==> src/rtl/boot_seq_pkg.sv <==
// Package: shared phase encoding for the configuration sequencer.
// Assumes nothing beyond a 3-bit state register.
package boot_seq_pkg;

    typedef enum logic [2:0] {
        PH_RESET  = 3'd0,
        PH_INIT   = 3'd1,
        PH_LOAD   = 3'd2,
        PH_WAKE   = 3'd3,
        PH_USER   = 3'd4,
        PH_FAULT  = 3'd5
    } phase_t;

    // Number of wake-up steps before DONE is released.
    localparam int unsigned WAKE_STEPS = 3;

endpackage

==> src/rtl/bs_sync.sv <==
// Module: multi-bit two-flop synchronizer.
// Each bit is independent. Reset loads RST_VAL so that idle-high lines start
// high. Assumes the bits need no mutual coherence.
module bs_sync #(
    parameter int unsigned         W       = 1,
    parameter logic [W-1:0]        RST_VAL = '1
) (
    input  logic         clk,
    input  logic         rst_n,
    input  logic [W-1:0] d_async,
    output logic [W-1:0] q_sync
);

    logic [W-1:0] stage1;

    // Two-stage capture of the asynchronous inputs.
    always_ff @(posedge clk) begin
        if (!rst_n) begin
            stage1 <= RST_VAL;
            q_sync <= RST_VAL;
        end else begin
            stage1 <= d_async;
            q_sync <= stage1;
        end
    end

endmodule

==> src/rtl/bs_low_qual.sv <==
// Module: minimum low-width qualifier.
// Emits a one-cycle pulse on the MIN_LOW-th consecutive low cycle of a
// synchronized active-low input, and at most one pulse per low period.
// Assumes MIN_LOW >= 1 and a synchronous input.
module bs_low_qual #(
    parameter int unsigned MIN_LOW = 8
) (
    input  logic clk,
    input  logic rst_n,
    input  logic sig_n,
    output logic hit
);

    localparam int unsigned CW = $clog2(MIN_LOW + 1);

    logic [CW-1:0] low_cnt;

    // Count consecutive low cycles, saturating at MIN_LOW.
    always_ff @(posedge clk) begin
        if (!rst_n) begin
            low_cnt <= '0;
        end else if (sig_n) begin
            low_cnt <= '0;
        end else if (low_cnt != CW'(MIN_LOW)) begin
            low_cnt <= low_cnt + 1'b1;
        end
    end

    // Fire once, when the count is about to reach the minimum width.
    always_comb hit = !sig_n && (low_cnt == CW'(MIN_LOW - 1));

endmodule

==> src/rtl/bs_phase_fsm.sv <==
// Module: phase controller with a shared delay timer and a wake-up step count.
// Takes already-synchronized program and init levels plus a qualified
// program pulse, and drives every sequencer output. Assumes INIT_WAIT >= 1,
// WAKE_GAP >= 1, and rail, refresh and load flags synchronous to clk.
module bs_phase_fsm
    import boot_seq_pkg::*;
#(
    parameter int unsigned INIT_WAIT = 1024,
    parameter int unsigned WAKE_GAP  = 4,
    parameter int unsigned MODE_W    = 3
) (
    input  logic              clk,
    input  logic              rst_n,
    input  logic              rails_ok,
    input  logic              prog_level_n,
    input  logic              prog_hit,
    input  logic              init_level_n,
    input  logic [MODE_W-1:0] mode_strap,
    input  logic              refresh_cmd,
    input  logic              load_done,
    output logic              init_drive_low,
    output logic              done_drive_low,
    output logic [MODE_W-1:0] mode_latched,
    output logic              gsr_release,
    output logic              gwe_en,
    output logic              goe_en
);

    localparam int unsigned TMAX = (INIT_WAIT > WAKE_GAP) ? INIT_WAIT : WAKE_GAP;
    localparam int unsigned TW   = $clog2(TMAX + 1);
    localparam int unsigned SW   = $clog2(WAKE_STEPS + 1);

    phase_t        phase, phase_nxt;
    logic [TW-1:0] tmr;
    logic [SW-1:0] wstep;
    logic          init_expired, wake_tick, restart;

    // Timer and restart conditions used by the transition logic.
    always_comb begin
        init_expired = (tmr == TW'(INIT_WAIT));
        wake_tick    = (tmr == TW'(WAKE_GAP - 1));
        restart      = !rails_ok || prog_hit || refresh_cmd;
    end

    // Next-phase decode.
    always_comb begin
        phase_nxt = phase;
        case (phase)
            PH_RESET: if (rails_ok) phase_nxt = PH_INIT;
            PH_INIT: begin
                if (!rails_ok)                         phase_nxt = PH_RESET;
                else if (init_expired && prog_level_n) phase_nxt = PH_LOAD;
            end
            PH_LOAD: begin
                if (restart)            phase_nxt = PH_RESET;
                else if (!init_level_n) phase_nxt = PH_FAULT;
                else if (load_done)     phase_nxt = PH_WAKE;
            end
            PH_WAKE: begin
                if (restart) phase_nxt = PH_RESET;
                else if (wake_tick && wstep == SW'(WAKE_STEPS)) phase_nxt = PH_USER;
            end
            PH_USER:  if (restart) phase_nxt = PH_RESET;
            PH_FAULT: if (restart) phase_nxt = PH_RESET;
            default:  phase_nxt = PH_RESET;
        endcase
    end

    // Phase register, shared timer, wake step counter and mode capture.
    always_ff @(posedge clk) begin
        if (!rst_n) begin
            phase        <= PH_RESET;
            tmr          <= '0;
            wstep        <= '0;
            mode_latched <= '0;
        end else begin
            phase <= phase_nxt;
            if (phase_nxt != phase) begin
                tmr   <= '0;
                wstep <= '0;
            end else if (phase == PH_INIT) begin
                if (!init_expired) tmr <= tmr + 1'b1;
            end else if (phase == PH_WAKE) begin
                if (wake_tick) begin
                    tmr   <= '0;
                    wstep <= wstep + 1'b1;
                end else begin
                    tmr <= tmr + 1'b1;
                end
            end
            if (phase == PH_RESET && phase_nxt == PH_INIT) mode_latched <= mode_strap;
        end
    end

    // Output decode from phase and wake step.
    always_comb begin
        init_drive_low = (phase == PH_RESET) || (phase == PH_FAULT);
        done_drive_low = (phase != PH_USER);
        gsr_release    = (phase == PH_USER) || (phase == PH_WAKE && wstep >= SW'(1));
        gwe_en         = (phase == PH_USER) || (phase == PH_WAKE && wstep >= SW'(2));
        goe_en         = (phase == PH_USER) || (phase == PH_WAKE && wstep >= SW'(3));
    end

endmodule

==> src/rtl/boot_sequencer.sv <==
// Module: top of the power-on configuration sequencer.
// Synchronizes the program request and the init readback, qualifies the
// program request by width, and hands both to the phase controller.
// Assumes the rail, refresh and load flags are synchronous to clk.
module boot_sequencer #(
    parameter int unsigned INIT_WAIT = 1024,
    parameter int unsigned PROG_MIN  = 8,
    parameter int unsigned WAKE_GAP  = 4,
    parameter int unsigned MODE_W    = 3
) (
    input  logic              clk,
    input  logic              rst_n,
    input  logic              core_ok,
    input  logic              aux_ok,
    input  logic              cfgio_ok,
    input  logic              prog_req_n,
    input  logic              init_line_n,
    input  logic [MODE_W-1:0] mode_strap,
    input  logic              refresh_cmd,
    input  logic              load_done,
    output logic              init_drive_low,
    output logic              done_drive_low,
    output logic [MODE_W-1:0] mode_latched,
    output logic              gsr_release,
    output logic              gwe_en,
    output logic              goe_en
);

    logic [1:0] lines_sync;
    logic       prog_hit;
    logic       rails_ok;

    // All three supplies must report good.
    always_comb rails_ok = core_ok && aux_ok && cfgio_ok;

    bs_sync #(.W(2), .RST_VAL(2'b11)) u_sync (
        .clk     (clk),
        .rst_n   (rst_n),
        .d_async ({init_line_n, prog_req_n}),
        .q_sync  (lines_sync)
    );

    bs_low_qual #(.MIN_LOW(PROG_MIN)) u_qual (
        .clk   (clk),
        .rst_n (rst_n),
        .sig_n (lines_sync[0]),
        .hit   (prog_hit)
    );

    bs_phase_fsm #(
        .INIT_WAIT (INIT_WAIT),
        .WAKE_GAP  (WAKE_GAP),
        .MODE_W    (MODE_W)
    ) u_fsm (
        .clk            (clk),
        .rst_n          (rst_n),
        .rails_ok       (rails_ok),
        .prog_level_n   (lines_sync[0]),
        .prog_hit       (prog_hit),
        .init_level_n   (lines_sync[1]),
        .mode_strap     (mode_strap),
        .refresh_cmd    (refresh_cmd),
        .load_done      (load_done),
        .init_drive_low (init_drive_low),
        .done_drive_low (done_drive_low),
        .mode_latched   (mode_latched),
        .gsr_release    (gsr_release),
        .gwe_en         (gwe_en),
        .goe_en         (goe_en)
    );

endmodule

==> config.mk <==
export PLATFORM = sky130hd
export DESIGN_NAME = boot_sequencer
export DESIGN_NICKNAME = d
export VERILOG_FILES = /design/src/rtl/boot_seq_pkg.sv /design/src/rtl/bs_sync.sv /design/src/rtl/bs_low_qual.sv /design/src/rtl/bs_phase_fsm.sv /design/src/rtl/boot_sequencer.sv
export SDC_FILE = /design/constraint.sdc
export NUM_CORES = 1
export LEC_CHECK = 0
export ABC_CLOCK_PERIOD_IN_PS = 4930
export BUFFER_PORTS_ARGS = -buffer_cell sky130_fd_sc_hd__buf_2
export CELL_PAD_IN_SITES_DETAIL_PLACEMENT = 0
export CELL_PAD_IN_SITES_GLOBAL_PLACEMENT = 1
export CORE_UTILIZATION = 47
export CTS_CLUSTER_SIZE = 28
export DETAILED_ROUTE_END_ITERATION = 12
export HOLD_SLACK_MARGIN = 0.06
export PLACE_DENSITY = 0.86
export SLEW_MARGIN = 20
export SYNTH_ARGS = -nofsm -noshare
export SYNTH_HDL_FRONTEND = slang
export SYNTH_SLANG_ARGS = --single-unit
==> constraint.sdc <==
create_clock -name clk -period 4.93 [get_ports clk]
set_input_delay 0 -clock clk [delete_from_list [all_inputs] [get_ports clk]]
set_output_delay 0 -clock clk [all_outputs]
set_load 0.01 [all_outputs]
== After elaboration in Yosys (flattened, before gate mapping) ==
Index checks and enable logic that the tools add are counted.

* Flip-flop bits (word level): 27
* Input bits: 12
* Output and inout bits: 8

* Add/sub/neg operators: 3
* Magnitude comparators: 3
* Eq/ne operators: 14
* Muxes and demuxes: 14
* Bitwise operators: 2
* Reductions and logical operators: 24

{| class="wikitable"
|+ Operators with widths
! cell !! number
|-
| $mux 11 || 4
|-
| $mux 3 || 9
|-
| $pmux 3 s5 || 1
|-
| $add 11x1->11 const B || 1
|-
| $eq 11x11->1 const B || 1
|-
| $eq 11x2->1 const B || 1
|-
| $logic_and 1x1->1 || 9
|-
| $eq 3x1->1 const B || 2
|-
| $eq 3x2->1 const B || 2
|-
| $eq 3x3->1 const B || 2
|-
| $logic_or 1x1->1 || 6
|-
| $reduce_or 2->1 || 3
|-
| $add 4x1->4 const B || 1
|-
| $eq 4x3->1 const B || 1
|-
| $ge 2x2->1 const B || 2
|-
| $ne 4x4->1 const B || 1
|-
| $logic_not 3->1 || 1
|-
| $ne 3x3->1 || 1
|-
| $ne 3x3->1 const B || 1
|-
| $reduce_and 3->1 || 1
|-
| $add 2x1->2 const B || 1
|-
| $eq 2x2->1 const B || 1
|-
| $ge 2x1->1 const B || 1
|-
| $logic_not 1->1 || 2
|-
| other kinds (4) || 5
|}

== Depth between registers and ports, before layout ==
Gate-level depths: netlist (run 1).

* Depth in word-level cells: 9
* Depth in mapped cells: 8

== Cells and area by module ==
Synthesis (run 1) repeated with hierarchy kept, for this count alone.

* Cell total of the unflattened synthesis: 177
* Area total of the unflattened synthesis: 1545.2 um2

{| class="wikitable"
|+ Modules (own cells, without submodules)
! module !! instances !! cells each !! area an instance (um2) !! seq. area each (um2)
|-
| bs_phase_fsm || 1 || 146 || 1214.9 || 380.4
|-
| bs_low_qual || 1 || 22 || 219.0 || 80.1
|-
| bs_sync || 1 || 8 || 105.1 || 80.1
|-
| boot_sequencer || 1 || 1 || 6.3 || 0.0
|}

== Least setup slack after synthesis (run 1) ==
OpenSTA, ideal clock, no wires.

* Path type: flip-flop to flip-flop
* Start: register u_fsm.tmr[6]
* End: register u_fsm.tmr[1]
* Setup time: 0.126 ns
* Arrival: 2.140 ns
* Required time: 4.804 ns
* Path slack: 2.663 ns
* Cell stages (with the launch flop): 8
* Path buffers: 2
* Cell sequence: dfxtp_1 or4_1 clkbuf_2 or4_4 o311a_1 nand3_2 buf_6 a221oi_1

* Word-level cells in the longest chain between the ends: 7
* Elaborated cells between the ends (all ways): 16

{| class="wikitable"
|+ Ends and longest elaborated chain
! element !! RTL line !! source
|-
| start: declaration || bs_phase_fsm.sv:34 || <nowiki>logic [TW-1:0] tmr;</nowiki>
|-
| start signal: assignment || bs_phase_fsm.sv:82 || <nowiki>if (!init_expired) tmr <= tmr + 1'b1;</nowiki>
|-
| start signal: assignment || bs_phase_fsm.sv:88 || <nowiki>tmr <= tmr + 1'b1;</nowiki>
|-
| $eq 11x2->1 / $eq 11x11->1 (equally long branches) || bs_phase_fsm.sv:41, bs_phase_fsm.sv:40 ||
|-
| $logic_and 1x1->1, on equally long branches || bs_phase_fsm.sv:61, bs_phase_fsm.sv:52 ||
|-
| $mux 3, on equally long branches || bs_phase_fsm.sv:61, bs_phase_fsm.sv:52 ||
|-
| $mux 3, on equally long branches || bs_phase_fsm.sv:60, bs_phase_fsm.sv:51 ||
|-
| $pmux 3 s5 || bs_phase_fsm.sv:48 || <nowiki>case (phase)</nowiki>
|-
| $ne 3x3->1 || bs_phase_fsm.sv:78 || <nowiki>if (phase_nxt != phase) begin</nowiki>
|-
| $reduce_or 2->1 (no source line) || n/a ||
|}

Several ways; a longest one is shown, not always the timed one. The select of a mux whose other input is x is not followed.
A chain may end at the register's enable or synchronous reset.

== Final worst setup path (run 1) ==
* Start: register u_qual.low_cnt[0]
* End: register u_fsm.tmr[1]

* Word-level cells in the longest chain between the ends: 8
* Elaborated cells between the ends (all ways): 10

{| class="wikitable"
|+ Ends and longest elaborated chain
! element !! RTL line !! source
|-
| start: declaration || bs_low_qual.sv:16 || <nowiki>logic [CW-1:0] low_cnt;</nowiki>
|-
| start signal: assignment || bs_low_qual.sv:25 || <nowiki>low_cnt <= low_cnt + 1'b1;</nowiki>
|-
| $eq 4x3->1 (*) || bs_low_qual.sv:30 || <nowiki>always_comb hit = !sig_n && (low_cnt == CW'(MIN_LOW - 1));</nowiki>
|-
| $logic_and 1x1->1 (*) || bs_low_qual.sv:30 ||
|-
| $logic_or 1x1->1 (*) (2 in series) || bs_phase_fsm.sv:42 || <nowiki>restart = !rails_ok || prog_hit || refresh_cmd;</nowiki>
|-
| $mux 3, on equally long branches || n/a ||
|-
| $pmux 3 s5 (*) || bs_phase_fsm.sv:48 ||
|-
| $ne 3x3->1 (*) || bs_phase_fsm.sv:78 ||
|-
| $reduce_or 2->1 (no source line) (*) || n/a ||
|}

Every way passes the cells marked *; elsewhere a longest branch is shown, timed or not.

==> impl_metrics.tcl, run 1 <==
set metrics [dict create \
    status "completed" \
    fillers 293 \
    die_y_um 60.7 \
    finalHoldViolCount 0 \
    worst_pin_slew_ns 0.884 \
    cp-end-kind "register" \
    cts_buffers 3 \
    cts_tree "done" \
    drcViolationCount 0 \
    cp-start-kind "register" \
    synth_edf_count 0 \
    routed_wl_um 3410 \
    p_clk_frac 0.288 \
    netSwitchingFraction 0.250 \
    die_w_um 60.7 \
    p_per_area_nw_per_um2 194 \
    cts_root_buf "clkbuf_4" \
    slew-limit-headroom 0.404 \
    drt_pass1_iterations 4 \
    period_share 0.522 \
    slew_violations 0 \
    grt_pass1_wl_um 5570 \
    irDropWorstVdd_mv 0.174 \
    ys.flop_type "dfxtp_1" \
    htree_levels 1 \
    clk_pin_slew_worst_paths_ns 0.16 \
    syn_to_final_growth_pct 15.0 \
    layout.cells.most_common "dfxtp_1" \
    n_antenna_cell 0 \
    avgViaCountPerCell 5.50 \
    core-area_um2 3150 \
    syn_inst 179 \
    antenna_found_initial 0 \
    path_class "register to register" \
    crit_fanout 13 \
    skew_ns 0.00458 \
    leakage_nw 0.677 \
    arrival_ns 2.81 \
    yosys_register_bits 27 \
    power.sequential.fraction 0.621 \
    ioPinCount 20 \
    cap_violations 0 \
    antenna_left 0 \
    mostFrequentLayoutCells "dfxtp_1, buf_2, nand2b_1, dlygate4sd3_1" \
    io_buffers 19 \
    avgSynthCellArea_um2 9.04 \
    grt_max_degree 18 \
    dr.first_iter.drc_count 65 \
    row_count 20 \
    async_reset_ff_frac 0 \
    rsz0062_at_grt "false" \
    internal_power_w 0.000270 \
    worstPathRequired_ns 5.17 \
    ys_seq_area_frac 0.334 \
    grt_pass1_vias 1278 \
    finalInstanceArea_um2 1860 \
    cts_num_sinks 27 \
    grt_overflow 0 \
    pre_cts_slack_ns 2.38 \
    yosysWarnings 0 \
    grt_usage 0.203 \
    tns_ns 0 \
    clkLatencyLatePin_ns 0.33 \
    min_period_ns 2.57 \
    synth_fp_nets 198 \
    max_freq_mhz 389 \
    combPwrFrac 0.091 \
    drive_gt1_frac 0.206 \
    wire_per_inst_um 13.7 \
    nets 224 \
    clk_path_buf_depth 2 \
    fin_ws_ns 2.36 \
    setup_viol_count_final 0 \
    hpwl_um 2370 \
    yosys.cell_types.count 47 \
    gp_congestion 0.806 \
    syn_area_um2 1620 \
    dieArea_um2 3680 \
    placed_cell_area_um2 1710 \
    start_util 0.513 \
    min_path_type "primary input to register" \
    p_sw_w 0.0000901 \
    vias 1363 \
]
## synthesized netlist by cell type (all sizes together) (2+ instances only)
| library cell | instances | share of area |
|---|---|---|
| or2 | 3 | 0.012 |
| ha | 7 | 0.054 |
| o31a | 2 | 0.011 |
| mux2i | 6 | 0.037 |
| or4 | 4 | 0.021 |
| buf | 4 | 0.022 |
| nand2b | 12 | 0.046 |
| o41ai | 2 | 0.015 |
| a21oi | 4 | 0.012 |
| xnor2 | 8 | 0.043 |
| nand3 | 9 | 0.031 |
| nor3 | 6 | 0.019 |
| o31ai | 2 | 0.0093 |
| a211oi | 11 | 0.079 |
| nor2b | 6 | 0.023 |
| nand3b | 3 | 0.022 |
| nand4 | 4 | 0.025 |
| and3 | 2 | 0.0085 |
| clkbuf | 6 | 0.015 |
| dfxtp | 27 | 0.33 |
| nor4 | 4 | 0.015 |
| o21ai | 6 | 0.019 |
| inv | 10 | 0.023 |
| nand2 | 10 | 0.023 |
| nor2 | 9 | 0.021 |
## per-stage QoR
stage               cells  utilization  hold slack (ns)  total power, W
finish                248        0.590            0.213        0.000360
global route          248        0.590            0.276        0.000377
CTS                   248        0.590            0.201        0.000363
detailed placement    232        0.542            0.192        0.000254
global placement      232        0.542            0.189        0.000253
floorplan             179            -            0.101        0.000247
## worst max-delay path, stage by stage, from the launching register on
cell	delay [ns]
dfxtp_1	0.42
ha_1	0.20
nor4bb_1	0.43
nor3_1	0.20
a21boi_0	0.45
nand4_4	0.37
a221oi_1	0.39
## flip-flops by register name (all words and copies together) (netlist names)
register	cells
u_sync.stage1	2
u_sync.q_sync	2
u_fsm.wstep	2
u_qual.low_cnt	4
u_fsm.tmr	11
u_fsm.mode_latched	3
u_fsm.phase	3
## logic make-up (layout without fill, tap and decap cells)
kind of cell | count (synthesis) | count (layout) | share of synthesized area
AO/OA/AOI/OAI | 35 | 35 | 0.186
XOR/XNOR | 9 | 9 | 0.0487
adder cells (fa/ha/maj) | 7 | 7 | 0.0541
buffers and inverters | 20 | 45 | 0.0595
flip-flops | 27 | 27 | 0.334
multiplexers | 6 | 6 | 0.0371
AND/OR/NAND/NOR | 75 | 75 | 0.281
## power by group through the flow
stage          clock [W]  combinational, W  sequential (W)
2_1_floorplan          0         0.0000191        0.000228
3_3_place_gp           0         0.0000252        0.000228
3_5_place_dp           0         0.0000260        0.000228
4_1_cts         0.000107         0.0000325        0.000224
5_1_grt         0.000117         0.0000361        0.000224
6_report        0.000104         0.0000328        0.000224
## area by class of cell
cell class,instances,area [µm²],share of cell area
Multi-Input combinational cell,132,982,0.528
Sequential cell,27,541,0.290
Timing Repair Buffer,31,215,0.116
Tap cell,44,55.1,0.0296
Inverter,10,37.5,0.0202
Clock buffer,3,22.5,0.0121
Clock inverter,1,8.76,0.00470
## worst paths after layout
kind	startpoint	endpoint	slack, ns	depth (start not counted)
setup reg to reg	u_qual.low_cnt[0]	u_fsm.tmr[1]	2.36	6
hold / removal	aux_ok	u_fsm.phase[1]	0.21	5
setup / recovery	u_qual.low_cnt[0]	u_fsm.tmr[1]	2.36	6
hold reg to reg	u_sync.stage1[0]	u_sync.q_sync[0]	0.43	1
## what timing repair did
item,4_1_cts,5_1_grt
gates resized for setup,0,0
hold buffers,12,0
setup endpoints to repair,0,0
endpoints found under the hold margin,10,0
buffers inserted,0,0
## routing by layer
metal | global-route usage | vias to the layer above | share of wire
met2 | 0.358 | 36 | 0.49
met1 | 0.262 | 629 | 0.47
met4 | 0.0422 | 0 | 0.010
met3 | 0.0320 | 5 | 0.029
met5 | 0 | - | 0
li1 | - | 693 | -
Note: power is estimated with default switching activity, not from simulation.
==> run 2, diff against run 1 <==
--- a/config.mk
+++ b/config.mk
@@ -5,15 +5,15 @@
 export SDC_FILE = /design/constraint.sdc
 export NUM_CORES = 1
 export LEC_CHECK = 0
-export ABC_CLOCK_PERIOD_IN_PS = 4930
+export ABC_CLOCK_PERIOD_IN_PS = 2420
 export BUFFER_PORTS_ARGS = -buffer_cell sky130_fd_sc_hd__buf_2
 export CELL_PAD_IN_SITES_DETAIL_PLACEMENT = 0
 export CELL_PAD_IN_SITES_GLOBAL_PLACEMENT = 1
-export CORE_UTILIZATION = 47
+export CORE_UTILIZATION = 43
 export CTS_CLUSTER_SIZE = 28
 export DETAILED_ROUTE_END_ITERATION = 12
 export HOLD_SLACK_MARGIN = 0.06
-export PLACE_DENSITY = 0.86
+export PLACE_DENSITY = 0.8
 export SLEW_MARGIN = 20
 export SYNTH_ARGS = -nofsm -noshare
 export SYNTH_HDL_FRONTEND = slang
==> constraint.sdc (replaced) <==
create_clock -name clk -period 2.42 [get_ports clk]
set_input_delay 0 -clock clk [delete_from_list [all_inputs] [get_ports clk]]
set_output_delay 0 -clock clk [all_outputs]
set_load 0.01 [all_outputs]
==> run 2 against run 1 <==
Die area up 9.0%. Critical path type unchanged. Power up 120%. Design area up 4.4%. Sequential power up 100%. Combinational power up 120%. Routed wire length up 2.7%. Clock skew down 0.0011 ns.
==> impl_metrics.tcl, run 2 (synthesized netlist as in run 1, its figures left out) <==
set metrics [dict create \
    status "completed" \
    path_class "register to register" \
    finalPower_w 0.000791 \
    wire_per_inst_um 13.7 \
    routed_wl_um 3500 \
    avgViaCountPerCell 5.52 \
    drive_gt1_frac 0.258 \
    antenna_left 0 \
    arrival_ns 2.54 \
    htree_levels 1 \
    vias 1407 \
    skew_ns 0.00344 \
    cts_tree "done" \
    cap_violations 0 \
    drcViolationCount 0 \
    cts_num_sinks 27 \
    setup_viol_count_final 0 \
    r2r-start "u_fsm.tmr[6]" \
    clk_pin_slew_worst_paths_ns 0.10 \
    die_w_um 63.4 \
    rsz0062_at_grt "false" \
    cts_setup_buffers 0 \
    dr.first_iter.drc_count 72 \
    met3_usage 0.0272 \
    grt_max_degree 16 \
    finalHoldViolCount 0 \
    antenna_found_initial 0 \
    core-area_um2 3470 \
    mostFrequentLayoutCells "dfxtp_1, buf_2, nand2b_1" \
    startpoint "u_fsm.tmr[6]" \
    slew-limit-headroom 0.703 \
    dieArea_um2 4010 \
    min_from "refresh_cmd" \
    gp_congestion 0.856 \
    grt_overflow 0 \
    slew_violations 0 \
    period_share 0.969 \
    io_buffers 19 \
    worstPathRequired_ns 2.62 \
    grt_pass1_wl_um 6040 \
    cp-start-kind "register" \
    crit_fanout 8 \
    min_period_ns 2.35 \
    largest_reg_flops 11 \
    clk_path_buf_depth 2 \
    cp-end-kind "register" \
    grt_pass1_vias 1328 \
    layout.cells.most_common "dfxtp_1" \
    irDropWorstVdd_mv 0.192 \
    busiest_layer "met2" \
    top_regs "u_fsm.tmr (11), u_qual.low_cnt (4)" \
    met2_usage 0.332 \
    pre_cts_slack_ns 0.0925 \
    die_y_um 63.4 \
    ioPinCount 20 \
    hpwl_um 2560 \
    start_util 0.467 \
    max_freq_mhz 426 \
    largest_register "u_fsm.tmr" \
    n_antenna_cell 0 \
    worst_pin_slew_ns 0.442 \
    min_path_type "primary input to register" \
    cts_buffers 3 \
    cts_root_buf "clkbuf_8" \
    leakage_nw 0.716 \
    row_count 21 \
    syn_to_final_growth_pct 20.0 \
    grt_usage 0.189 \
    tns_ns 0 \
    drt_pass1_iterations 4 \
    utilization 0.560 \
    p_per_area_nw_per_um2 407 \
    met1_usage 0.237 \
    fin_ws_ns 0.0746 \
    clkLatencyLatePin_ns 0.28 \
    nets 229 \
]
==> run 2: per-stage QoR <==
step	hold slack, ns	area [µm²]	instances
floorplan	0.101	1620	179
global placement	0.185	1790	243
detailed placement	0.191	1790	243
CTS	0.209	1920	255
global route	0.216	1940	255
finish	0.214	1940	255
==> run 2: timing repair <==
item / in CTS / in global routing
endpoints found under the hold margin: 7 / 0
gates resized for setup: 0 / 4
hold buffers: 8 / 0
endpoints found under the setup margin: 0 / 10
==> run 2: report_power, final <==
group	switching, W	total, W	internal (W)	leakage (nW)
Combinational	0.0000358	0.0000722	0.0000364	0.472
Clock	0.000148	0.000263	0.000116	0.0255
Sequential	0.00000483	0.000455	0.000450	0.219
==> run 2: final cells by class <==
type	count	area, µm²
clock buffers	3	41.3
clock inverters	1	5.00
fillers	333	1530
inverters	10	37.5
multi-input cells	132	1010
flip-flops and latches	27	541
well taps	46	57.6
repair buffers	36	255
==> run 2: per-layer routing <==
| metal | wire length, µm | share of wire |
|---|---|---|
| met4 | 42 | 0.012 |
| met3 | 123 | 0.035 |
| met5 | 0 | 0 |
| met2 | 1710 | 0.49 |
| met1 | 1620 | 0.46 |
==> run 2: path summary, 6_finish.rpt <==
| check | slack [ns] | endpoint | cells past startpoint |
|---|---|---|---|
| worst min-delay path | 0.21 | u_fsm.phase[1] | 5 |
| worst max register to register | 0.07 | u_fsm.tmr[7] | 6 |
| worst min register to register | 0.42 | u_sync.q_sync[0] | 1 |
| worst max-delay path | 0.07 | u_fsm.tmr[7] | 6 |
==> run 2: worst max-delay path, stage by stage, from the launching register on <==
cell,delay [ns]
dfxtp_1,0.37
or4_1,0.59
or4_4,0.56
nand3b_4,0.12
nand4_4,0.17
buf_4,0.23
a211oi_2,0.23
